### src/rtl/dsq_pkg.sv
package dsq_pkg;
  typedef enum logic [1:0] {
    ST_QUIET  = 2'd0,
    ST_DETECT = 2'd1,
    ST_WAIT   = 2'd2,
    ST_POLL   = 2'd3
  } seqState_t;

  typedef struct packed {
    logic clrTimer;
    logic runTimer;
  } tmrCtl_t;

  localparam logic [1:0] SUB_QUIET  = 2'b00;
  localparam logic [1:0] SUB_ACTIVE = 2'b01;
  localparam logic [1:0] SUB_POLL   = 2'b10;
endpackage

### src/rtl/dsq_datapath.sv
module dsq_datapath
  import dsq_pkg::*;
#(
  parameter int LANES      = 4,
  parameter int US_DIV     = 50,
  parameter int TIMEOUT_US = 12000,
  parameter int DWELL1_US  = 100,
  parameter int DWELL2_US  = 1000,
  parameter int DWELL3_US  = 2000,
  parameter int CFG_W      = 8
) (
  input  logic             clk,
  input  logic             rstN,
  input  tmrCtl_t          tmrCtl,
  input  logic [LANES-1:0] laneIdle,
  input  logic [LANES-1:0] laneMask,
  input  logic [LANES-1:0] rxPresent,
  input  logic             cfgWrEn,
  input  logic [CFG_W-1:0] cfgWrData,
  output logic [CFG_W-1:0] cfgRdData,
  output logic             timeoutHit,
  output logic             dwellMet,
  output logic             laneActive,
  output logic             rxFound
);
  localparam int PRE_W = (US_DIV > 2) ? $clog2(US_DIV) : 1;
  localparam int US_W  = $clog2(TIMEOUT_US + 1);
  localparam logic [PRE_W-1:0] PRE_LAST = PRE_W'(US_DIV - 1);
  localparam logic [US_W-1:0]  US_MAX   = US_W'(TIMEOUT_US);
  localparam logic [US_W-1:0]  LIM1     = US_W'(DWELL1_US);
  localparam logic [US_W-1:0]  LIM2     = US_W'(DWELL2_US);
  localparam logic [US_W-1:0]  LIM3     = US_W'(DWELL3_US);

  logic [PRE_W-1:0] preCnt;
  logic [US_W-1:0]  usCnt;
  logic [CFG_W-1:0] cfgReg;
  logic [US_W-1:0]  dwellLimit;
  logic [LANES-1:0] effIdle;

  // Unassigned lanes always read as idle
  for (genvar i = 0; i < LANES; i++) begin : gLaneMask
    assign effIdle[i] = laneIdle[i] | ~laneMask[i];
  end

  always_ff @(posedge clk) begin
    if (!rstN) begin
      cfgReg <= '0;
    end else if (cfgWrEn) begin
      cfgReg <= cfgWrData;
    end
  end

  always_ff @(posedge clk) begin
    if (!rstN || tmrCtl.clrTimer) begin
      preCnt <= '0;
      usCnt  <= '0;
    end else if (tmrCtl.runTimer) begin
      if (preCnt == PRE_LAST) begin
        preCnt <= '0;
        if (usCnt != US_MAX) usCnt <= usCnt + 1'b1;
      end else begin
        preCnt <= preCnt + 1'b1;
      end
    end
  end

  always_comb begin
    unique case (cfgReg[2:1])
      2'b00:   dwellLimit = '0;
      2'b01:   dwellLimit = LIM1;
      2'b10:   dwellLimit = LIM2;
      default: dwellLimit = LIM3;
    endcase
  end

  assign cfgRdData  = cfgReg;
  assign timeoutHit = (usCnt >= US_MAX);
  assign dwellMet   = (usCnt >= dwellLimit);
  assign laneActive = |(~effIdle);
  assign rxFound    = |(rxPresent & laneMask);
endmodule

### src/rtl/dsq_control.sv
module dsq_control
  import dsq_pkg::*;
(
  input  logic      clk,
  input  logic      rstN,
  input  logic      restart,
  input  logic      timeoutHit,
  input  logic      dwellMet,
  input  logic      laneActive,
  input  logic      detDone,
  input  logic      rxFound,
  output tmrCtl_t   tmrCtl,
  output seqState_t state
);
  seqState_t nextState;

  always_comb begin
    nextState       = state;
    tmrCtl.clrTimer = 1'b0;
    tmrCtl.runTimer = (state == ST_QUIET);
    if (restart) begin
      nextState       = ST_QUIET;
      tmrCtl.clrTimer = 1'b1;
    end else begin
      unique case (state)
        ST_QUIET: begin
          if (timeoutHit || (dwellMet && laneActive)) nextState = ST_DETECT;
        end
        ST_DETECT: nextState = ST_WAIT;
        ST_WAIT: begin
          if (detDone) begin
            if (rxFound) begin
              nextState = ST_POLL;
            end else begin
              nextState       = ST_QUIET;
              tmrCtl.clrTimer = 1'b1;
            end
          end
        end
        default: nextState = ST_POLL;
      endcase
    end
  end

  always_ff @(posedge clk) begin
    if (!rstN) state <= ST_QUIET;
    else       state <= nextState;
  end
endmodule

### src/rtl/det_substate_seq.sv
module det_substate_seq
  import dsq_pkg::*;
#(
  parameter int LANES      = 4,
  parameter int US_DIV     = 50,
  parameter int TIMEOUT_US = 12000,
  parameter int DWELL1_US  = 100,
  parameter int DWELL2_US  = 1000,
  parameter int DWELL3_US  = 2000,
  parameter int CFG_W      = 8
) (
  input  logic             clk,
  input  logic             rstN,
  input  logic [LANES-1:0] laneIdle,
  input  logic [LANES-1:0] laneMask,
  input  logic             detDone,
  input  logic [LANES-1:0] rxPresent,
  input  logic             restart,
  input  logic             cfgWrEn,
  input  logic [CFG_W-1:0] cfgWrData,
  output logic             detReq,
  output logic [1:0]       substate,
  output logic             goPolling,
  output logic [CFG_W-1:0] cfgRdData
);
  tmrCtl_t   tmrCtl;
  seqState_t state;
  logic      timeoutHit, dwellMet, laneActive, rxFound;

  dsq_datapath #(
    .LANES(LANES), .US_DIV(US_DIV), .TIMEOUT_US(TIMEOUT_US),
    .DWELL1_US(DWELL1_US), .DWELL2_US(DWELL2_US), .DWELL3_US(DWELL3_US),
    .CFG_W(CFG_W)
  ) uDp (
    .clk(clk), .rstN(rstN), .tmrCtl(tmrCtl),
    .laneIdle(laneIdle), .laneMask(laneMask), .rxPresent(rxPresent),
    .cfgWrEn(cfgWrEn), .cfgWrData(cfgWrData), .cfgRdData(cfgRdData),
    .timeoutHit(timeoutHit), .dwellMet(dwellMet),
    .laneActive(laneActive), .rxFound(rxFound)
  );

  dsq_control uCtl (
    .clk(clk), .rstN(rstN), .restart(restart),
    .timeoutHit(timeoutHit), .dwellMet(dwellMet), .laneActive(laneActive),
    .detDone(detDone), .rxFound(rxFound),
    .tmrCtl(tmrCtl), .state(state)
  );

  always_comb begin
    unique case (state)
      ST_QUIET: substate = SUB_QUIET;
      ST_POLL:  substate = SUB_POLL;
      default:  substate = SUB_ACTIVE;
    endcase
  end

  assign detReq    = (state == ST_DETECT);
  assign goPolling = (state == ST_POLL);
endmodule

### config.mk
export PLATFORM = sky130hd
export DESIGN_NAME = det_substate_seq
export DESIGN_NICKNAME = d
export VERILOG_FILES = /design/src/rtl/dsq_pkg.sv /design/src/rtl/dsq_datapath.sv /design/src/rtl/dsq_control.sv /design/src/rtl/det_substate_seq.sv
export SDC_FILE = /design/constraint.sdc
export NUM_CORES = 1
export LEC_CHECK = 0
export CAP_MARGIN = 20
export CORE_MARGIN = 4
export CORE_UTILIZATION = 43
export DETAILED_ROUTE_END_ITERATION = 8
export PLACE_DENSITY = 0.71
export SYNTH_ARGS = -nofsm -noshare
export SYNTH_HDL_FRONTEND = slang
export SYNTH_HIERARCHICAL = 1
export SYNTH_SLANG_ARGS = --single-unit
### constraint.sdc
create_clock -name clk -period 2.1 [get_ports clk]
set_clock_uncertainty 0.2 [all_clocks]
set_input_delay 0.42 -clock clk [delete_from_list [all_inputs] [get_ports clk]]
set_output_delay 0.42 -clock clk [all_outputs]
set_load 0.1 [all_outputs]
==> results.sh <==
export IMPL_outcome="finished, violations left"
export IMPL_violations="negative setup slack"
export IMPL_synthArstFlopShare=0
export IMPL_avgSynthCellArea_um2=8.87
export IMPL_die_h_um=73.6
export IMPL_nNetsFinal=311
export IMPL_max_slew_worst_pin_slew_ps=371
export IMPL_wl_per_cell_um=13.8
export IMPL_ys_ff_latch=30
export IMPL_layout_setup_ws_ps=-0.681
export IMPL_drc=0
export IMPL_core_area_mm2=0.00409
export IMPL_reg2reg_setup_slack_ps=-0.7
export IMPL_drt_iter0_drc=108
export IMPL_placed_area_mm2=0.00253
export IMPL_synth_edf_count=0
export IMPL_drtAntennaViolNets=0
export IMPL_worst_hold_path_type="flop to flop"
export IMPL_yosysWarnings=6
export IMPL_power_density_mw_per_mm2=546
export IMPL_drt_first_pass_iters=4
export IMPL_design_die_area_mm2=0.00542
export IMPL_setup_viol=1
export IMPL_vias=1711
export IMPL_start_util=0.453
export IMPL_clock_latency_ps=290
export IMPL_overflow=0
export IMPL_cts_max_level=2
export IMPL_ys_types=44
export IMPL_ys_flop_type="dfxtp_1"
export IMPL_worstReg2RegStart="uDp/cfgRdData[2]$_SDFFE_PN0P_"
export IMPL_clock_tree_buffer_depth=2
export IMPL_cts_hold_buf=0
export IMPL_cp_start_kind="flop"
export IMPL_io_buffer_count=36
export IMPL_gp_congestion=0.788
export IMPL_cts_buffers=5
export IMPL_cap_violations=0
export IMPL_drv_slew=0
export IMPL_final_setup_tns_ps=-0.681
export IMPL_grt_pass1_wl_um=7580
export IMPL_power_uw=1490
export IMPL_fin_crit_ps=2100
export IMPL_worstHoldStart="uDp/usCnt[11]$_SDFFE_PP0P_"
export IMPL_root_buffer="clkbuf_8"
export IMPL_cts_tree="yes"
export IMPL_relSlewSlack=0.752
export IMPL_vdd_drop_max_v=0.000466
export IMPL_antennaDiodeCount=0
export IMPL_ff2ff_path_depth=9
export IMPL_clk_pin_slew_ps=70
export IMPL_synth_top_area_share=0.324
export IMPL_yosysSeqAreaShare=0.324
export IMPL_fmax_mhz=476
export IMPL_wirelength_um=4400
export IMPL_critPathKind="flop to flop"
export IMPL_hold_viol_final=0
export IMPL_ys_top_cells_by_area="dfxtp_1, ha_1, mux2i_1"
export IMPL_area_growth_synth_to_final_pct=47.1
export IMPL_fin_crit_sh=1.00
export IMPL_syn_nets=253
export IMPL_antenna_found_initial=0
export IMPL_layout_drive_gt1_share=0.250
export IMPL_grt_total_usage=0.183
export IMPL_hold_depth=2
export IMPL_grt_start_max_net_pins=15
export IMPL_power_leakage_uw=0.00108
export IMPL_stdcell_area_mm2=0.00273
export IMPL_cts_sinks=30
export IMPL_cp_required_ps=2070
export IMPL_syn_inst=209
export IMPL_worst_r2r_endpoint="uCtl/state[0]$_SDFFE_PP0P_"
export IMPL_ioPinCount=37
export IMPL_die_x_um=73.6
export IMPL_netlist_top_cells_count="dfxtp_1, ha_1, inv_1, a21oi_1"
export IMPL_rsz0062_at_grt="yes"
export IMPL_worst_path_max_fanout=4
export IMPL_arrival_ps=2070
export IMPL_holdPathEnd="uDp/usCnt[11]$_SDFFE_PP0P_"
export IMPL_grt_pass1_vias=1671
export IMPL_dp_hpwl_um=3450
export IMPL_row_count=23
export IMPL_post_synth_top_area_cell="dfxtp_1"
export IMPL_vias_per_cell=5.38
export IMPL_end_kind="flop"
export IMPL_fillerInstances=330
export IMPL_netlist_area_mm2=0.00185
export IMPL_yosysMostFrequentCell="dfxtp_1"
[metrics by stage]
step	cells	utilization	setup slack (ps)	hold slack, ps
after detailed placement	309	0.619	-197	298
after global placement	309	0.619	-129	277
final	318	0.667	-0.681	301
after CTS	318	0.661	-27.4	307
after global routing	318	0.667	-92.7	333
after floorplan	209	-	-179	251
[registers in the layout, summed over array words and instances, names as in the netlist]
name and flops:
uDp/usCnt 14, uDp/cfgRdData 8, uDp/preCnt 6, uCtl/state 2
[critical path, cell delays in order, from the launching register on]
cell	delay [ps]
dfxtp_4	370
inv_2	40
ha_2	180
ha_4	230
a21bo_2	180
a21o_1	180
a211oi_2	220
o21ai_2	100
a211oi_2	230
a2111oi_2	50
[worst max path at each step]
stage	from	end
floorplan	uDp/cfgRdData[2]$_SDFFE_PN0P_	uCtl/state[0]$_SDFFE_PP0P_
global placement	laneMask[0]	uDp/usCnt[9]$_SDFFE_PP0P_
detailed placement	laneMask[0]	uDp/usCnt[12]$_SDFFE_PP0P_
CTS	uDp/cfgRdData[2]$_SDFFE_PN0P_	uCtl/state[0]$_SDFFE_PP0P_
global route	uDp/cfgRdData[2]$_SDFFE_PN0P_	uCtl/state[0]$_SDFFE_PP0P_
finish	uDp/cfgRdData[2]$_SDFFE_PN0P_	uCtl/state[0]$_SDFFE_PP0P_
[power by group]
part           switching [uW]  total, uW  internal [uW]  leakage, uW
logic                     156        305            148     0.000776
clock network             234        587            353    0.0000547
registers                15.3        596            581     0.000245
[kinds of logic (layout without fill, tap and decap cells)]
kind of cell	after synthesis	in the layout	share of synthesized area
mux	12	12	0.0648
fa+ha+maj	19	19	0.128
compound gates	44	44	0.159
flops	30	30	0.324
xor+xnor	4	4	0.0189
buf+inv	23	82	0.0533
simple gates	77	77	0.252
[cell usage in the layout, fill, tap and decap left out, types with 5 or more instances in the layout]
cell type and instances:
dfxtp_1 27, clkdlybuf4s50_1 24, buf_4 21, inv_1 15
a21oi_1 15, ha_1 13, buf_12 12, nand2_1 12
mux2i_1 12, nor2_1 10, nor2b_1 9, nand4_1 7
o21ai_0 6, o31ai_1 6, or4_1 6, nand3_1 6
clkbuf_8 5, nand2b_1 5, and3_1 5
[metal layers]
metal	track usage	part of all wire	vias up
met1	0.229	0.45	802
met2	0.296	0.50	21
met5	0	0	-
li1	-	-	878
met4	0.0865	0.027	0
met3	0.0397	0.027	10
[layout make-up]
type | instances | area [um^2] | share of cell area
Multi-Input combinational cell | 156 | 1240 | 0.454
Timing Repair Buffer | 57 | 638 | 0.234
Sequential cell | 30 | 609 | 0.223
Clock buffer | 5 | 68.8 | 0.0252
Inverter | 17 | 66.3 | 0.0243
Tap cell | 50 | 62.6 | 0.0229
Clock inverter | 3 | 43.8 | 0.0161
[what timing repair did]
| action | 4_1_cts | 5_1_grt |
|---|---|---|
| gates resized for setup | 7 | 6 |
| hold endpoints to repair | 0 | 0 |
| endpoints found under the setup margin | 1 | 12 |
| buffers inserted | 1 | 0 |
| pin swaps | 9 | 1 |
No activity file was read; power rests on OpenSTA's default activity.
